<file path="config.mk">
export PLATFORM = sky130hd
export DESIGN_NAME = rqgt_arbiter
export DESIGN_NICKNAME = d
export VERILOG_FILES = /design/src/rtl/rqgt_pkg.sv /design/src/rtl/rqgt_pend.sv /design/src/rtl/rqgt_pick.sv /design/src/rtl/rqgt_drive.sv /design/src/rtl/rqgt_arbiter.sv
export SDC_FILE = /design/constraint.sdc
export NUM_CORES = 1
export LEC_CHECK = 0
export BUFFER_PORTS_ARGS = -buffer_cell sky130_fd_sc_hd__buf_4
export CELL_PAD_IN_SITES_DETAIL_PLACEMENT = 0
export CELL_PAD_IN_SITES_GLOBAL_PLACEMENT = 1
export CORE_AREA = 4 4 41 43
export DETAILED_ROUTE_END_ITERATION = 8
export DIE_AREA = 0 0 45 47
export HOLD_SLACK_MARGIN = 0.06
export PLACE_DENSITY = 0.84
export REMOVE_ABC_BUFFERS = 1
export SETUP_SLACK_MARGIN = 0.02
export SYNTH_ARGS = -nofsm -noshare
export SYNTH_HDL_FRONTEND = slang
export SYNTH_SLANG_ARGS = --single-unit
</file>
<file path="constraint.sdc">
create_clock -name clk -period 1.9 [get_ports clk]
set_clock_uncertainty 0.05 [all_clocks]
set_input_delay 0.285 -clock clk [delete_from_list [all_inputs] [get_ports clk]]
set_output_delay 0.285 -clock clk [all_outputs]
set_load 0.01 [all_outputs]
</file>
<file path="src/rtl/rqgt_pkg.sv">
package rqgt_pkg;
    typedef enum logic [2:0] {
        ST_IDLE,
        ST_WAIT,
        ST_GRANT,
        ST_HELD,
        ST_REL,
        ST_HWAIT,
        ST_HACK
    } arb_state_e;
endpackage

</file>
<file path="src/rtl/rqgt_pend.sv">
// Pending-request register: bits set by incoming pulses, cleared on grant.
module rqgt_pend #(
    parameter int NPIN = 2
) (
    input  logic            clk,
    input  logic            rst_n,
    input  logic [NPIN-1:0] set_mask,
    input  logic [NPIN-1:0] clr_mask,
    output logic [NPIN-1:0] pend
);
    always_ff @(posedge clk) begin
        if (!rst_n) begin
            pend <= '0;
        end else begin
            pend <= (pend | set_mask) & ~clr_mask;
        end
    end

    generate
        for (genvar g = 0; g < NPIN; g++) begin : g_keep

            pend_keep_chk: assert property (@(posedge clk) disable iff (!rst_n)
                (pend[g] && !clr_mask[g]) |=> pend[g]);
        end
    endgenerate
endmodule

</file>
<file path="src/rtl/rqgt_pick.sv">
// Fixed-priority picker: lowest index wins.
module rqgt_pick #(
    parameter int NPIN = 2,
    localparam int IW = $clog2(NPIN)
) (
    input  logic [NPIN-1:0] req,
    output logic [NPIN-1:0] gnt,
    output logic [IW-1:0]   idx
);
    always_comb begin
        gnt = '0;
        idx = '0;
        for (int k = NPIN - 1; k >= 0; k--) begin
            if (req[k]) begin
                gnt = '0;
                gnt[k] = 1'b1;
                idx = IW'(k);
            end
        end
    end
endmodule

</file>
<file path="src/rtl/rqgt_drive.sv">
// Per-line output driver: drives the grant pulse on the owning line only.
module rqgt_drive #(
    parameter int NPIN = 2,
    localparam int IW = $clog2(NPIN)
) (
    input  logic            en,
    input  logic [IW-1:0]   owner,
    output logic [NPIN-1:0] rg_out,
    output logic [NPIN-1:0] rg_oe
);
    generate
        for (genvar g = 0; g < NPIN; g++) begin : g_line
            assign rg_oe[g]  = en && (owner == IW'(g));
            assign rg_out[g] = en && (owner == IW'(g));
        end
    endgenerate
endmodule

</file>
<file path="src/rtl/rqgt_arbiter.sv">
module rqgt_arbiter
    import rqgt_pkg::*;
#(
    parameter int NPIN = 2,
    localparam int IW = $clog2(NPIN)
) (
    input  logic            clk,
    input  logic            rst_n,
    input  logic            hold_mode,
    input  logic            cycle_end,
    input  logic [NPIN-1:0] rg_in,
    output logic [NPIN-1:0] rg_out,
    output logic [NPIN-1:0] rg_oe,
    input  logic            hold_in,
    output logic            hlda_out,
    output logic            bus_free
);
    arb_state_e      st_q, st_n;
    logic [IW-1:0]   owner_q, owner_n;
    logic [NPIN-1:0] pend, set_mask, clr_mask, own_mask, cand, win;
    logic [IW-1:0]   win_idx;
    logic            drive_en;

    assign own_mask = NPIN'(1) << owner_q;
    assign cand     = pend | rg_in;

    rqgt_pend #(.NPIN(NPIN)) u_pend (
        .clk(clk), .rst_n(rst_n),
        .set_mask(set_mask), .clr_mask(clr_mask), .pend(pend)
    );

    rqgt_pick #(.NPIN(NPIN)) u_pick (
        .req(cand), .gnt(win), .idx(win_idx)
    );

    rqgt_drive #(.NPIN(NPIN)) u_drive (
        .en(drive_en), .owner(owner_q), .rg_out(rg_out), .rg_oe(rg_oe)
    );

    // State register
    always_ff @(posedge clk) begin
        if (!rst_n) begin
            st_q    <= ST_IDLE;
            owner_q <= '0;
        end else begin
            st_q    <= st_n;
            owner_q <= owner_n;
        end
    end

    // Next state and pending-mask control
    always_comb begin
        st_n     = st_q;
        owner_n  = owner_q;
        set_mask = '0;
        clr_mask = '0;
        unique case (st_q)
            ST_IDLE: begin
                if (hold_mode) begin
                    if (hold_in) st_n = ST_HWAIT;
                end else if (|rg_in) begin
                    set_mask = rg_in;
                    st_n     = ST_WAIT;
                end
            end
            ST_WAIT: begin
                set_mask = rg_in;
                if (cycle_end) begin
                    clr_mask = win;
                    owner_n  = win_idx;
                    st_n     = ST_GRANT;
                end
            end
            ST_GRANT: begin
                set_mask = rg_in & ~own_mask;
                st_n     = ST_HELD;
            end
            ST_HELD: begin
                set_mask = rg_in & ~own_mask;
                if (|(rg_in & own_mask)) st_n = ST_REL;
            end
            ST_REL: begin
                set_mask = rg_in;
                st_n     = (|cand) ? ST_WAIT : ST_IDLE;
            end
            ST_HWAIT: begin
                if (!hold_in)       st_n = ST_IDLE;
                else if (cycle_end) st_n = ST_HACK;
            end
            ST_HACK: begin
                if (!hold_in) st_n = ST_IDLE;
            end
            default: st_n = ST_IDLE;
        endcase
    end

    // Outputs
    always_comb begin
        drive_en = 1'b0;
        hlda_out = 1'b0;
        bus_free = 1'b0;
        unique case (st_q)
            ST_IDLE, ST_WAIT, ST_HWAIT: bus_free = 1'b1;
            ST_GRANT:                   drive_en = 1'b1;
            ST_HACK:                    hlda_out = 1'b1;
            default:                    ;
        endcase
    end


    line_onehot_chk: assert property (@(posedge clk) disable iff (!rst_n)
        $onehot0(rg_oe));

    grant_pulse_chk: assert property (@(posedge clk) disable iff (!rst_n)
        (|rg_oe) |=> !(|rg_oe));

    out_within_oe_chk: assert property (@(posedge clk) disable iff (!rst_n)
        (rg_out & ~rg_oe) == '0);

    grant_after_cycle_chk: assert property (@(posedge clk) disable iff (!rst_n)
        (|rg_oe) |-> $past(cycle_end));

    hlda_after_cycle_chk: assert property (@(posedge clk) disable iff (!rst_n)
        $rose(hlda_out) |-> $past(cycle_end) && $past(hold_in));

    handshake_excl_chk: assert property (@(posedge clk) disable iff (!rst_n)
        !(hlda_out && (|rg_oe)));

    free_low_chk: assert property (@(posedge clk) disable iff (!rst_n)
        (hlda_out || (|rg_oe)) |-> !bus_free);

    grant_then_busy_chk: assert property (@(posedge clk) disable iff (!rst_n)
        (|rg_oe) |=> !bus_free);
endmodule

</file>
==> impl_summary.txt <==
----------------------------------------------------
[Run status]
  Outcome ... finished clean

[Yosys]
  Synth Area in Adders ... 0
  Number of unique standard cell types used by synthesis ... 30
  Flip-flop and latch count after synthesis ... 6
  Portion of netlist area occupied by mux cells ... 0.0654
  Simple-gate portion of the synthesized area ... 0.264
  Synthesized instance count ... 55
  Post-synthesis share of cell area spent on xor and xnor gates ... 0.0191
  Cell area after synthesis ... 459 sq um
  Compound-Gate Fraction of Synth Area ... 0.289
  Sequential-to-total area share from yosys stat ... 0.262
  Post-Synthesis Mean Instance Area ... 8.35 sq um
  YS warnings ... 0
  Main combinational cell family by area after synthesis ... compound AO/OA/AOI/OAI gates

[Clock tree]
  TritonCTS Buffers ... 3
  Clock tree from TritonCTS ... yes
  Clock tree buffer depth ... 2
  Clock network latency to the later pin of the worst-skew pair ... 0.25 ns
  Clock Pin Slew Worst Setup and Hold Paths ... 0.04 ns
  Number of H-tree levels ... 1
  Post-CTS setup buffer count ... 0
  Hold buffers post-CTS ... 0
  Clock net sink count ... 6
  Resize count post-CTS ... 0
  Clock tree root buffer cell ... clkbuf_4

[Global routing]
  Aggregate global-route resource usage ... 0.108
  Number of global-route vias before repair ... 380
  Wire length of the first global-routing pass ... 1630 um
  Largest net degree at the start of global routing ... 15
  Number of antenna violations at the first check in global routing ... 0
  Global route overflow ... 0

[Drt]
  Average wire length per cell after detail routing ... 12.4 um
  Detailed router's first-iteration violation count ... 16
  Final wirelength ... 994 um
  Via Count ... 443
  Average via count per standard cell ... 5.54
  Number of detailed-routing iterations run before antenna repair ... 4
  Final routed DRC violation total ... 0
  ANT nets after route ... 0

[Pwr]
  Leakage power of the design ... 0.231 nW
  Worst voltage drop across the vdd grid ... 0.488 mV
  Overall power ... 0.606 mW
  Power per cell area ... 1100 mW/mm^2

[Floorplan]
  Floorplan row count ... 13
  Effective utilization at floorplan ... 0.353
  Placeable Area ... 0.00130 sq mm
  Die Span Y ... 47 um
  Die Width ... 45 um
  DIE AREA ... 0.00212 sq mm
  IO Count ... 13

[STA]
  Setup violators final ... 0
  Max_slew headroom ... 0.682
  Final max-slew violation count ... 0
  Unrepaired setup endpoints after global routing ... no
  Hold slack final ... 0.272 ns
  Max Fclk ... 587 MHz
  Final critical delay including setup and external delays ... 1.70 ns
  Worst Tran Pin Value ... 0.476 ns
  Total negative slack for setup checks ... 0 ns
  Fin. Hold Viols ... 0
  Tcrit/Tclk final ... 0.897

[Setup path]
  Highest net fanout along the worst path ... 12
  Critical path data required time ... 1.56 ns
  Data arrival time of the worst path ... 1.37 ns
  Cell breakdown of the critical path ... nor2b_1, and2_1, buf_4
  Standard cell with the maximum stage delay on the critical path ... dfxtp_1
  Kind of end point of the critical path ... primary output
  CP max stage delay ... 0.58 ns
  Crit Path Category ... flip-flop to primary output
  Crit path launch type ... flip-flop

[Placement]
  Port-buffer cells ... 12
  Placed standard-cell area ... 529 sq um
  Final RePlAce weighted congestion ... 0.754
  Number of cells in the design after placement ... 77
  Post-DP HPWL ... 783 um

[Final layout]
  Antenna diodes ... 0
  Cell area after layout ... 552 sq um
  Area added between synthesis and finish ... 20.2%
  Final cell count without fillers ... 80
  Number of nets in the finished design ... 74
  Fraction of layout instances using a drive strength above 1 ... 0.308

[Run]
  Number of maximum-capacitance constraint violations ... 0

[Worst hold path]
  Path type of the worst min-delay path ... primary input to flip-flop

----------------------------------------------------
==> path summary, 6_finish.rpt <==
kind	cells after the start	start	slack (ns)	end
setup / recovery	3	st_q[2]	0.20	hlda_out
hold / removal	3	rst_n	0.27	st_q[2]
setup reg to reg	4	st_q[0]	0.33	st_q[0]
hold reg to reg	2	owner_q	0.51	owner_q
==> final cells by class <==
cell class	instances	area, sq um
sequential	6	120
multi-input combinational	42	293
fill	145	749
clock buffer	3	22.5
tap	15	18.8
inverter	2	7.51
timing repair buffer	12	90.1
==> cells in the final DEF, fill, tap and decap left out <==
| cell type | count |
|---|---|
| nand2_1 | 4 |
| a211oi_1 | 1 |
| a22oi_2 | 1 |
| o41ai_2 | 1 |
| nor2_1 | 5 |
| nor2_2 | 1 |
| nand2b_1 | 1 |
| nor3_1 | 5 |
| clkbuf_4 | 3 |
| o41ai_1 | 1 |
| a221oi_2 | 1 |
| and2_1 | 1 |
| nor2b_1 | 2 |
| a2111oi_0 | 1 |
| dfxtp_1 | 6 |
| a211o_1 | 1 |
| and2b_1 | 1 |
| xor2_1 | 1 |
| o21bai_1 | 1 |
| nand4_1 | 1 |
| nor3_2 | 1 |
| mux2i_1 | 3 |
| a21boi_1 | 1 |
| a21boi_0 | 1 |
| nor3b_1 | 1 |
| buf_4 | 12 |
| inv_1 | 2 |
| o21a_1 | 1 |
| a31oi_1 | 4 |
==> Yosys cell counts (all sizes together) <==
cell type | number | share of area
dfxtp | 6 | 0.26
nor2 | 6 | 0.055
nor3 | 6 | 0.076
buf | 5 | 0.084
a31oi | 4 | 0.054
nand2 | 4 | 0.033
mux2i | 3 | 0.065
a21boi | 2 | 0.033
inv | 2 | 0.016
nor2b | 2 | 0.027
o41ai | 2 | 0.055
a2111oi | 1 | 0.019
a211o | 1 | 0.019
a211oi | 1 | 0.016
a221oi | 1 | 0.033
a22oi | 1 | 0.027
and2 | 1 | 0.014
and2b | 1 | 0.016
nand2b | 1 | 0.014
nand4 | 1 | 0.014
nor3b | 1 | 0.016
o21a | 1 | 0.016
o21bai | 1 | 0.016
xor2 | 1 | 0.019
==> report_power, final <==
part           switching, mW  internal, mW
combinational          0.123         0.127
clock                 0.0449        0.0714
sequential            0.0798         0.160
total                  0.247         0.358
==> registers in the layout (all words and copies together) (netlist names) <==
register,cells
u_pend.pend,2
owner_q,1
st_q,3
==> metrics by stage <==
stage,setup WS (ns),util
final,0.196,0.424
after global routing,0.0528,0.424
after CTS,0.176,0.424
after detailed placement,0.344,0.407
after global placement,0.348,0.407
after floorplan,0.500,-
==> logic make-up after synthesis <==
group / after synthesis
buf+inv: 7
xor+xnor: 1
flops: 6
compound gates: 15
mux: 3
simple gates: 23
==> critical path, delay by kind of cell, from the launching register on <==
family	cells	cell delay [ns]
AND/OR/NAND/NOR	2	0.44
buffers and inverters	1	0.11
flip-flops	1	0.58
==> layer usage <==
| layer | global-route usage | wire length (um) |
|---|---|---|
| met5 | 0 | 0 |
| met4 | 0.0877 | 21 |
| met3 | 0.0230 | 54 |
| met2 | 0.153 | 457 |
| met1 | 0.139 | 460 |
Power figures use the tool's default switching activity.
